`config.mk`:
```
export PLATFORM = sky130hd
export DESIGN_NAME = rt_fault_monitor
export DESIGN_NICKNAME = d
export VERILOG_FILES = /design/src/rtl/rtfm_pkg.sv /design/src/rtl/rtfm_watchdog.sv /design/src/rtl/rtfm_flags.sv /design/src/rtl/rtfm_bitreg.sv /design/src/rtl/rt_fault_monitor.sv
export SDC_FILE = /design/constraint.sdc
export NUM_CORES = 1
export LEC_CHECK = 0
export ABC_AREA = 1
export BUFFER_PORTS_ARGS = -buffer_cell sky130_fd_sc_hd__clkbuf_2
export CAP_MARGIN = 10
export CORE_MARGIN = 2
export CORE_UTILIZATION = 30
export CTS_CLUSTER_SIZE = 10
export DETAILED_ROUTE_END_ITERATION = 12
export PLACE_DENSITY = 0.51
export REMOVE_ABC_BUFFERS = 1
export SYNTH_ARGS = -nofsm -noshare
export SYNTH_HDL_FRONTEND = slang
export SYNTH_SLANG_ARGS = --single-unit
export TNS_END_PERCENT = 30
```
`constraint.sdc`:
```
create_clock -name clk -period 1.9 [get_ports clk]
set_input_delay 0.38 -clock clk [delete_from_list [all_inputs] [get_ports clk]]
set_output_delay 0.38 -clock clk [all_outputs]
set_load 0.01 [all_outputs]
```
`src/rtl/rtfm_pkg.sv`:
```
package rtfm_pkg;
  localparam int unsigned WORD_W     = 16;
  localparam int unsigned CH_N       = 2;
  localparam int unsigned MSG_CAUSES = 6;
  localparam int unsigned ADDR_W     = 5;

  typedef logic [WORD_W-1:0] bitword_t;

  // bus bit numbers (bus bit 0 is the most significant bit on the line)
  localparam int unsigned BB_ANY_TO   = 0;
  localparam int unsigned BB_HS       = 1;
  localparam int unsigned BB_SELFTEST = 2;
  localparam int unsigned BB_TR       = 3;
  localparam int unsigned BB_ILL      = 4;
  localparam int unsigned BB_WCLO     = 5;
  localparam int unsigned BB_WCHI     = 6;
  localparam int unsigned BB_BCAST    = 7;
  localparam int unsigned BB_XSHUT0   = 8;
  localparam int unsigned BB_CHFAIL0  = 10;
  localparam int unsigned BB_CHTO0    = 12;

  function automatic int unsigned bus_pos(input int unsigned k);
    return WORD_W - 1 - k;
  endfunction
endpackage

```
`src/rtl/rtfm_watchdog.sv`:
```
module rtfm_watchdog #(
  parameter int unsigned LIMIT = 4800
) (
  input  logic clk,
  input  logic rst_n,
  input  logic tick_en,
  input  logic active,
  output logic timeout_o
);
  localparam int unsigned CW = $clog2(LIMIT + 2);
  localparam logic [CW-1:0] AT_LIMIT = CW'(LIMIT);
  localparam logic [CW-1:0] SAT      = CW'(LIMIT + 1);

  logic [CW-1:0] cnt;
  logic          step;

  assign step = active && tick_en && (cnt != SAT);

  always_ff @(posedge clk) begin
    if (!rst_n) begin
      cnt       <= '0;
      timeout_o <= 1'b0;
    end else begin
      timeout_o <= step && (cnt == AT_LIMIT);
      if (!active)   cnt <= '0;
      else if (step) cnt <= cnt + 1'b1;
    end
  end

  a_r1_cnt_range: assert property (@(posedge clk) disable iff (!rst_n)
    cnt <= SAT);
  a_r1_single_pulse: assert property (@(posedge clk) disable iff (!rst_n)
    timeout_o |=> !timeout_o);
  a_r1_idle_restart: assert property (@(posedge clk) disable iff (!rst_n)
    !active |=> (cnt == '0));
endmodule

```
`src/rtl/rtfm_flags.sv`:
```
module rtfm_flags #(
  parameter int unsigned CAUSES = 6,
  parameter int unsigned CH     = 2,
  parameter int unsigned AW     = 5
) (
  input  logic              clk,
  input  logic              rst_n,
  input  logic [CAUSES-1:0] me_cause,
  input  logic              cmd_start,
  input  logic              status_start,
  input  logic [CH-1:0]     wrap_fail,
  input  logic [CH-1:0]     timeout,
  input  logic              hs_evt,
  input  logic [AW-1:0]     addr,
  input  logic              addr_par,
  output logic              msg_err_n,
  output logic              rt_fail,
  output logic              hs_fail,
  output logic              addr_perr
);
  logic any_me;
  logic any_fail;

  assign any_me   = |me_cause;
  assign any_fail = (|wrap_fail) || (|timeout);

  always_ff @(posedge clk) begin
    if (!rst_n) begin
      msg_err_n <= 1'b1;
      rt_fail   <= 1'b0;
      hs_fail   <= 1'b0;
      addr_perr <= 1'b0;
    end else begin
      if (any_me)         msg_err_n <= 1'b0;
      else if (cmd_start) msg_err_n <= 1'b1;

      if (any_fail)          rt_fail <= 1'b1;
      else if (status_start) rt_fail <= 1'b0;

      if (hs_evt)         hs_fail <= 1'b1;
      else if (cmd_start) hs_fail <= 1'b0;

      // correct wiring has an odd count of ones
      addr_perr <= ~^{addr, addr_par};
    end
  end

  a_r4_me_on_cause: assert property (@(posedge clk) disable iff (!rst_n)
    any_me |=> !msg_err_n);
  a_r4_me_release: assert property (@(posedge clk) disable iff (!rst_n)
    (cmd_start && !any_me) |=> msg_err_n);
  a_r5_fail_set: assert property (@(posedge clk) disable iff (!rst_n)
    any_fail |=> rt_fail);
  a_r5_fail_clear: assert property (@(posedge clk) disable iff (!rst_n)
    (status_start && !any_fail) |=> !rt_fail);
  a_r8_hs_set: assert property (@(posedge clk) disable iff (!rst_n)
    hs_evt |=> hs_fail);
endmodule

```
`src/rtl/rtfm_bitreg.sv`:
```
module rtfm_bitreg #(
  parameter int unsigned W = 16
) (
  input  logic         clk,
  input  logic         rst_n,
  input  logic [W-1:0] set_i,
  input  logic         rd_req,
  input  logic         rd_ready,
  output logic         rd_valid,
  output logic [W-1:0] rd_word
);
  logic [W-1:0] live;
  logic         accept;

  assign accept = rd_valid && rd_ready;

  always_ff @(posedge clk) begin
    if (!rst_n) begin
      live     <= '0;
      rd_valid <= 1'b0;
      rd_word  <= '0;
    end else begin
      live <= (accept ? (live & ~rd_word) : live) | set_i;
      if (accept) begin
        rd_valid <= 1'b0;
      end else if (rd_req && !rd_valid) begin
        rd_valid <= 1'b1;
        rd_word  <= live;
      end
    end
  end

  a_r9_hold: assert property (@(posedge clk) disable iff (!rst_n)
    (rd_valid && !rd_ready) |=> (rd_valid && $stable(rd_word)));
  a_r7_sticky: assert property (@(posedge clk) disable iff (!rst_n)
    !accept |=> ((live & $past(live)) == $past(live)));
  a_r10_end: assert property (@(posedge clk) disable iff (!rst_n)
    accept |=> !rd_valid);
endmodule

```
`src/rtl/rt_fault_monitor.sv`:
```
module rt_fault_monitor
  import rtfm_pkg::*;
#(
  parameter int unsigned WDT_LIMIT = 4800
) (
  input  logic                  clk,
  input  logic                  rst_n,
  input  logic                  tick_en,
  input  logic                  cmd_start,
  input  logic                  status_start,
  input  logic [MSG_CAUSES-1:0] msg_err_evt,
  input  logic [CH_N-1:0]       tx_active,
  input  logic [CH_N-1:0]       wrap_fail,
  input  logic [CH_N-1:0]       xmtr_shut,
  input  logic                  hs_fail_evt,
  input  logic                  bcast_evt,
  input  logic                  wc_high_evt,
  input  logic                  wc_low_evt,
  input  logic                  illegal_mode_evt,
  input  logic                  tr_err_evt,
  input  logic [ADDR_W-1:0]     rt_addr,
  input  logic                  rt_addr_par,
  input  logic                  bit_req,
  input  logic                  bit_ready,
  output logic                  msg_err_n,
  output logic                  rt_fail,
  output logic                  hs_fail,
  output logic                  addr_perr,
  output logic                  bit_valid,
  output logic [WORD_W-1:0]     bit_word
);
  logic [CH_N-1:0] ch_timeout;
  bitword_t        set_vec;

  for (genvar ch = 0; ch < CH_N; ch++) begin : g_wdt
    rtfm_watchdog #(.LIMIT(WDT_LIMIT)) u_wdt (
      .clk       (clk),
      .rst_n     (rst_n),
      .tick_en   (tick_en),
      .active    (tx_active[ch]),
      .timeout_o (ch_timeout[ch])
    );
  end

  always_comb begin
    set_vec = '0;
    set_vec[bus_pos(BB_ANY_TO)]   = |ch_timeout;
    set_vec[bus_pos(BB_HS)]       = hs_fail_evt;
    set_vec[bus_pos(BB_SELFTEST)] = |wrap_fail;
    set_vec[bus_pos(BB_TR)]       = tr_err_evt;
    set_vec[bus_pos(BB_ILL)]      = illegal_mode_evt;
    set_vec[bus_pos(BB_WCLO)]     = wc_low_evt;
    set_vec[bus_pos(BB_WCHI)]     = wc_high_evt;
    set_vec[bus_pos(BB_BCAST)]    = bcast_evt;
    for (int unsigned ch = 0; ch < CH_N; ch++) begin
      set_vec[bus_pos(BB_XSHUT0 + ch)]  = xmtr_shut[ch];
      set_vec[bus_pos(BB_CHFAIL0 + ch)] = wrap_fail[ch];
      set_vec[bus_pos(BB_CHTO0 + ch)]   = ch_timeout[ch];
    end
  end

  rtfm_flags #(.CAUSES(MSG_CAUSES), .CH(CH_N), .AW(ADDR_W)) u_flags (
    .clk          (clk),
    .rst_n        (rst_n),
    .me_cause     (msg_err_evt),
    .cmd_start    (cmd_start),
    .status_start (status_start),
    .wrap_fail    (wrap_fail),
    .timeout      (ch_timeout),
    .hs_evt       (hs_fail_evt),
    .addr         (rt_addr),
    .addr_par     (rt_addr_par),
    .msg_err_n    (msg_err_n),
    .rt_fail      (rt_fail),
    .hs_fail      (hs_fail),
    .addr_perr    (addr_perr)
  );

  rtfm_bitreg #(.W(WORD_W)) u_bitreg (
    .clk      (clk),
    .rst_n    (rst_n),
    .set_i    (set_vec),
    .rd_req   (bit_req),
    .rd_ready (bit_ready),
    .rd_valid (bit_valid),
    .rd_word  (bit_word)
  );

  a_r3_any_timeout: assert property (@(posedge clk) disable iff (!rst_n)
    (|ch_timeout) |=> rt_fail);
endmodule

```
==> results of run 1 <==
## kinds of logic after synthesis
logic type                 synth area share, %
DFF                                       41.1
adders and majority gates                 2.37
xor gates and xnor gates                  3.87
AOI/OAI and AO/OA                         10.2
buffers and inverters                     7.83
and+or+nand+nor                           34.7
## layout make-up
cell class	instances	area, um2
multi-input combinational	325	1620
timing repair buffer	58	308
clock inverter	7	101
clock buffer	9	124
sequential	65	1300
tap	136	170
fill	1108	6480
inverter	46	174
## critical path, stage by stage (launching register included)
cell and delay (ns):
dfxtp_1 0.40, inv_1 0.08, ha_1 0.19, nand3_2 0.09, nor2_4 0.05, a21oi_2 0.43, nand2_1 0.14, a21oi_2 0.14
## per-layer routing
metal / share of wire [%] / GRT usage, % / vias up
met4: 1.2 / 5.66 / 0
met1: 52 / 18.1 / 1247
met3: 4.5 / 2.86 / 8
li1: - / - / 1531
met2: 43 / 21.6 / 53
met5: 0 / 0 / -
## where the power goes
part	switching, mW	internal, mW	leakage [nW]
registers	0.0362	1.42	0.532
logic	0.166	0.106	0.935
clock network	0.593	0.750	0.106
## cells in the mapped netlist (all sizes together)
master,number,area (um2)
clkinv,3,12.5
nand3b,2,15.0
xnor2,5,43.8
nor3,1,5.00
o211ai,1,7.51
clkbuf,7,26.3
a31oi,2,12.5
nand3,25,140
inv,43,161
buf,4,47.5
nor4,1,6.26
nand2,120,505
ha,6,75.1
xor2,9,78.8
nor2,87,357
a21oi,33,191
nand4,11,68.8
dfxtp,65,1300
o21ai,22,110
## worst max path at each step
stage,end,from,slack [ns],depth (start not counted)
2_1_floorplan,u_bitreg.rd_word[14],bit_req,0.24,5
3_3_place_gp,g_wdt[1].u_wdt.cnt[6],g_wdt[1].u_wdt.cnt[1],0.37,7
3_5_place_dp,g_wdt[1].u_wdt.cnt[6],g_wdt[1].u_wdt.cnt[1],0.31,7
4_1_cts,g_wdt[1].u_wdt.cnt[8],g_wdt[1].u_wdt.cnt[1],0.31,7
5_1_grt,g_wdt[1].u_wdt.cnt[12],g_wdt[1].u_wdt.cnt[1],0.12,7
6_report,g_wdt[1].u_wdt.cnt[8],g_wdt[1].u_wdt.cnt[1],0.31,7
## stage by stage
| step | hold slack, ns | total power, mW | instances | setup WS [ns] |
|---|---|---|---|---|
| 6_report | 0.250 | 3.07 | 646 | 0.312 |
| 5_1_grt | 0.247 | 3.21 | 646 | 0.121 |
| 4_1_cts | 0.231 | 3.11 | 646 | 0.305 |
| 3_5_place_dp | 0.447 | 1.76 | 630 | 0.312 |
| 3_3_place_gp | 0.442 | 1.76 | 630 | 0.368 |
| 2_1_floorplan | 0.433 | 1.63 | 436 | 0.237 |
## sequential cells by signal, indices dropped and copies added (netlist names)
name and flops:
u_flags.addr_perr 1, u_flags.rt_fail 1, u_flags.hs_fail 1, u_bitreg.rd_word 16, u_bitreg.rd_valid 1, u_flags.msg_err_n 1
u_bitreg.live 16, g_wdt.u_wdt.timeout_o 2, g_wdt.u_wdt.cnt 26
==> results.md, run 1 <==
- The run finished with clean final reports.
- The routability congestion estimate is 0.775.
- Data on the critical path is required at its endpoint by around 2.2 ns.
- Once the clock tree was built, the resizer swapped 0 gates to a different size.
- The first global-routing pass estimated 12600 um of wire.
- The maximum number of pins on one net before global-route repair is 17.
- Timing would allow up to between 0.6 and 0.7 GHz.
- The floorplan step defined a die boundary enclosing 11400 um2.
- The clock reaches the later pin of the worst-skew pair after 0.34 ns.
- For this design the static power due to leakage is 1.57 nW.
- The count of clock tree sinks is 65.
- After routing, the total negative slack on setup checks comes to 0 ns.
- The clock tree buffer depth is 2.
- From synthesis to final layout, the design area changed by 19.9%.
- In the layout the commonest cells are 108 x nand2_1, 83 x nor2_1, 65 x dfxtp_1.
- The number of cells traversed by the worst hold path is 3.
- The utilization after layout is 36.9%.
- The worst ir drop on vdd is 0.000364 V.
- Detailed routing inserted a total of around 2800 vias.
- The cell area that synthesis handed to floorplanning was 3170 um2.
- The post-detailed-route DRC marker count is 0.
- STA puts the critical path data arrival time at ~1.9 ns.
- The number of setup buffers added after CTS is 0.
- Dividing total power by cell area gives a power density of 808 nW/um2.
- The worst slew margin relative to its limit is 63.0%.
- From left edge to right edge, the die measures 107 um.
- The number of design-rule violations left by the first detailed-router iteration is 109.
- The worst register-to-register path has a setup slack of 0.31 ns.
- The proportion of synthesized chip area in sequential cells is 41.1%.
- The number of inserted diodes is 0.
- After detailed routing, the average wire length per cell comes to around 11 um.
- By startpoint and endpoint, the worst setup path is classified as flop to flop.
- 52 I/O pins were placed.
- The ratio of routed vias to standard cells is 4.39.
- The depth of the worst register-to-register path is 7.
- The number of max-slew violations in the final report is 0.
- The number of buffers created by CTS is 9.
- The total number of placement rows is 37.
- Across every metal layer, demand over resource in global routing totals 13.7%.
- The final HPWL from detailed placement is roughly 5200 um.
- The critical path capture point type is a flop.
- The initial antenna violation count is 0.
- The TritonCTS clock tree is yes.
- Setup repair after global routing left no endpoint under its margin.
- The reg-to-reg endpoint is g_wdt[1].u_wdt.cnt[8].
- The post-route minimum period is 1.59 ns.
- For this run the aggregate overflow at the end of global routing stands at 0.
- The number of maximum-capacitance constraint violations is 0.
- The number of nets in the final layout is between 500 and 600.
- For this configuration, the core starts out at a cell density of 30.8%.
- The path with the worst hold slack has its endpoint at u_bitreg.live[9].
- The count of cell types in the netlist is 28.
- The clock transition at the register clock pins on the worst setup and hold paths after CTS is 0.08 ns.
- In this run the vertical extent of the chip is 107 um.
- The total detailed-routing wirelength is 7230 um.
- Port buffering added slightly above 50 buffers.
- Once detail routing completed, the nets flagged for antenna violations numbered 0.
- The average size of a mapped cell is between 7 and 8 um2.
- The final hold violation count came to 0.
- The final cycle utilization of the critical path is 83.6%.
- The maximum fanout along the worst path is 10.
- For this run, the detailed router's first-pass iteration total came to 4.
- Once placement finished, the instance area stood at about 3600 um2.
- The proportion of layout cells with a drive suffix above 1 is 20.0%.
- The cell at the root of the clock tree is clkbuf_8.
- Between clock sinks in the finished design, the worst skew comes to 0.0113 ns.
- In this run, post-CTS hold repair placed 0 buffers.
- The Yosys step of the flow raised 0 warnings.
- The number of storage elements in the synthesis netlist is 65.
- Setup violations remaining at the end of the flow were counted as 0.
- After technology mapping, the gate count stands at 447.
- Leaving out fill and tap cells, the most frequent cell in the layout is nand2_1.
- The clock tree synthesis step divided the H-tree into 3 levels.
- The via count of the first global-routing pass is 2738.
- In this run the worst hold path is classified as input pin to flop.
- After routing the design area is about 3800 um2.
- The worst setup path is launched from a flop.
- In this run the most critical hold path is launched from wc_high_evt.
- At the pin with the least slew margin, the transition time is 0.554 ns.
- The startpoint identified for the worst register-to-register timing path is g_wdt[1].u_wdt.cnt[1].
- The region available for standard cell placement spans 10300 um2.
Power figures use the tool's default switching activity.
==> run 2: changes to the inputs <==
--- a/config.mk
+++ b/config.mk
@@ -5,7 +5,7 @@
 export SDC_FILE = /design/constraint.sdc
 export NUM_CORES = 1
 export LEC_CHECK = 0
-export ABC_AREA = 1
+export ABC_AREA = 0
 export BUFFER_PORTS_ARGS = -buffer_cell sky130_fd_sc_hd__clkbuf_2
 export CAP_MARGIN = 10
 export CORE_MARGIN = 2
==> constraint.sdc (replaced) <==
create_clock -name clk -period 1.5 [get_ports clk]
set_input_delay 0.3 -clock clk [delete_from_list [all_inputs] [get_ports clk]]
set_output_delay 0.3 -clock clk [all_outputs]
set_load 0.01 [all_outputs]
==> run 2 against run 1 <==
Effect of this change: the run now ends with negative setup slack left; register-to-register slack worse by 0.32 ns; non-clock buffer count is 21 higher; via count is 15% lower; wire length is 14% lower; utilization is 3.1 points higher; total power is 19% higher; synthesized cell count is 29% lower; clock skew is 0.0027 ns lower; die area is 12% lower; critical path type unchanged; critical endpoint is now g_wdt[1].u_wdt.cnt[0]; highest routed layer unchanged.
==> results.md, run 2 <==
- The run finished, with violations left.
- The final reports fail on negative setup slack.
- The first-pass GRT wire length came to 10200 um (-19%).
- The number of maximum-capacitance constraint violations was 0 (unchanged).
- The routability congestion estimate came to 0.736 (-5.0%).
- The actual slew at the worst max-slew pin is 0.337 ns (-0.217 ns).
- The number of storage elements in the synthesis netlist is 65 (unchanged).
- The power density relative to cell area was 1000 nW/um2 (+24%).
- The die span in y came to 100 um (-5.9%).
- The count of cell types in the netlist is 39 (+39%).
- The dominant synthesized flop cell is dfxtp_1.
- The total instance count after detailed placement is 494 (-22%).
- The maximum fanout along the worst path was 5 (-5).
- The count of clock tree sinks came to 65 (unchanged).
- The final HPWL from detailed placement is 4370 um (-16%).
- The ratio of routed vias to standard cells was 4.75 (+8.0%).
- The total detailed-routing wirelength came to 6220 um (-14%).
- The maximum number of pins on one net before global-route repair is 25 (+8).
- The die area came to 10100 um2 (-12%).
- g_wdt.u_wdt.cnt holds more flip-flops than any other register.
- The post-route minimum period was 1.51 ns (-0.0763 ns).
- The achievable frequency is 0.661 GHz (+5.0%).
- The sequential cell area is 1310 um2 (+0.58%).
- The internal reg-to-reg setup slack is -0.01 ns (-0.32 ns).
- The effective utilization at floorplan is 30.6% (-0.21 points).
- The number of nets in the final layout came to 432 (-20%).
- The final hold violation count is 0 (unchanged).
- The number of top-level pins is 52 (unchanged).
- The largest registers in the layout are g_wdt.u_wdt.cnt x26, u_bitreg.live x16, u_bitreg.rd_word x16.
- The post-layout instance area is 3650 um2 (-3.9%).
- The kind of critical path is flop to flop.
- The most common library cell in the layout ignoring fill and taps is dfxtp_1.
- The signal arrival time at the worst endpoint is 1.78 ns (-0.09 ns).
- The final instance count without filler cells was 510 (-21%).
- The power consumption is 3.66 mW (+19%).
- The cell at the root of the clock tree is clkbuf_8.
- The initial antenna violation count came to 0 (unchanged).
- The width of the die came to 100 um (-5.9%).
- The area of the multi-input gates is 1490 um2 (-8.0%).
- The setup slack at placement is -0.0739 ns (-0.386 ns).
- The worst slew margin relative to its limit is 77.4% (+14 points).
- The final worst slack came to -0.0121 ns (-0.324 ns).
- The cell count after synthesis is 318 (-29%).
- The number of inserted diodes is 0 (unchanged).
- The core area came to 9110 um2 (-11%).
- The library cells used most frequently in the layout, excluding fill and tap cells, are 61 x dfxtp_1, 56 x nand2_1, 51 x clkbuf_2.
- The critical path goes through inv_2 -> ha_4 -> and3_4 -> and4_4 -> buf_6 -> or3_4 -> a21oi_2.
- The cell area reported after detailed placement is 3330 um2 (-6.7%).
- The clock transition at the register clock pins on the worst setup and hold paths after CTS is 0.07 ns (about the same).
- The standard cell with the maximum stage delay on the critical path is dfxtp_2.
- The proportion of synthesized chip area in sequential cells is 46.7% (+5.6 points).
- The number of flip-flops under the largest register name is 26 (unchanged).
- The number of cells traversed by the worst hold path is 2 (-1).
- The maximum single-stage delay on the critical path is 0.33 ns (-0.10 ns).
- The data required time of the worst path is 1.76 ns (-0.42 ns).
- The insertion delay to the later sink of the worst-skew pair is 0.33 ns (about the same).
- The count of flip-flops with a built-in enable after synthesis was 0 (unchanged).
- The fraction of registers with async set or reset after synthesis is 0% (unchanged).
- The static leakage power is 1.39 nW (-11%).
- The post-detailed-route DRC marker count is 0 (unchanged).
- The final routed wire length divided by cell count is 12.2 um (+8.9%).
- The iteration count of the initial detailed-routing pass is 4 (unchanged).
- The final cycle utilization of the critical path is 101% (+17 points).
- The count of filler cells inserted in the layout is 935 (-16%).
- TritonCTS built the clock tree.
- The clock tree buffer depth is 2 (unchanged).
- The number of buffers created by CTS came to 9 (unchanged).
- By count the netlist is led by 65 x dfxtp_1, 56 x nand2_1, 21 x a21oi_1, 20 x a21boi_0, 20 x nor2_1.
- The post-synthesis instance area is 2790 um2 (-12%).
- The number of H-tree levels is 3 (unchanged).
- The area growth from synthesis to layout is 30.9%.
- The via count of the first global-routing pass is 2213 (-19%).
- The final number of setup-violating endpoints was 1 (+1).
- The total number of placement rows is 35 (-5.4%).
- The number of design-rule violations left by the first detailed-router iteration is 58 (-47%).
- The type of element launching the critical path is a flop.
- The path type of the worst min-delay path is input pin to flop.
- The number of max-slew violations in the final report is 0 (unchanged).
- The proportion of layout cells with a drive suffix above 1 is 30.3% (+10 points).
- The average size of a mapped cell is 8.76 um2 (+24%).
- The final global-route overflow total was 0 (unchanged).
- The depth of the worst register-to-register path is 7 (unchanged).
- The number of buffers inserted by port buffering is 51 (unchanged).
- The number of vias after detailed routing is 2421 (-15%).
- Sorting the synthesized cells by area gives the leading types as dfxtp_1 47%, nand2_1 7.5%, a21boi_0 5.4%.
- Setup repair after global routing could not meet its margin everywhere.
- The total of warnings raised by yosys is 0 (unchanged).
- The most area-hungry cell type in the Yosys netlist is dfxtp_1.
- The clock tree skew after final layout is 0.00861 ns (-0.00274 ns).
- The area share of the largest cell type after synthesis is 46.7% (+5.6 points).
- The cell with the most instances after synthesis is dfxtp_1.
- The worst ir drop on vdd came to 0.000385 V (+6.0%).
- The global-route usage over all layers is 12.7% (-0.95 points).
- The worst slack on hold paths is 0.149 ns (-0.102 ns).
- The remaining antenna violation count after routing is 0 (unchanged).
- The worst setup path is captured at a flop.
run 2: cell types whose count changed after synthesis, moves of 7 or more:
cell      delta
nor2_1      -63
nand2_1     -52
inv_1       -35
a21boi_0    +20
o21ai_0     -16
nor2b_1     +14
nand3_1     -13
a21oi_2      -7
or3_1        +7
run 2: repair_timing:
item,CTS,global route
pin swaps,3,9
endpoints found under the setup margin,4,14
resized for setup,5,21
hold buffers,0,0
cloned,0,0
buffers inserted,1,1
run 2: logic make-up after synthesis:
kind of cell	share of synthesized area, %
flops	46.7
fa+ha+maj	2.69
simple gates	28.8
compound gates	12.4
xor+xnor	6.60
buf+inv	2.78
run 2: cell type report:
type	count	area share [%]
multi-input cells	233	40.8
flip-flops and latches	65	35.9
repair buffers	79	13.0
clock buffers	13	4.90
well taps	111	3.81
clock inverters	2	0.960
inverters	7	0.720
run 2: path summary, 6_finish.rpt:
path,start,endpoint
setup / recovery,g_wdt[1].u_wdt.cnt[1],g_wdt[1].u_wdt.cnt[0]
hold / removal,msg_err_evt[4],u_flags.msg_err_n
setup reg to reg,g_wdt[1].u_wdt.cnt[1],g_wdt[1].u_wdt.cnt[0]
hold reg to reg,u_bitreg.live[0],u_bitreg.live[0]
run 2: report_power, final:
group	internal [mW]	switching [mW]
sequential	1.78	0.0290
combinational	0.135	0.146
clock	0.938	0.640
total	2.85	0.815
run 2: routing by layer:
layer  wire length [um]  up-vias  part of all wire (%)  global-route usage (%)
li1                   -     1240                     -                       -
met1               3050     1131                    49                    16.0
met2               2820       41                    45                    20.4
met3                236        9                   3.8                    3.20
met4                113        0                   1.8                    6.01
met5                  0        -                     0                       0
run 2: worst max-delay path: cells and delay by family (launching register included):
kind,cells,cell delay (ns)
AO/OA/AOI/OAI,1,0.14
buffers and inverters,2,0.17
flip-flops,1,0.33
adder cells (fa/ha/maj),1,0.15
AND/OR/NAND/NOR,3,0.65
run 2: per-stage QoR:
| stage | TNS [ns] | utilization [%] |
|---|---|---|
| floorplan | -0.0733 | - |
| global placement | -0.0686 | 36.6 |
| detailed placement | -0.192 | 36.6 |
| CTS | -0.0851 | 39.2 |
| global route | -0.309 | 40.1 |
| finish | -0.0121 | 40.1 |
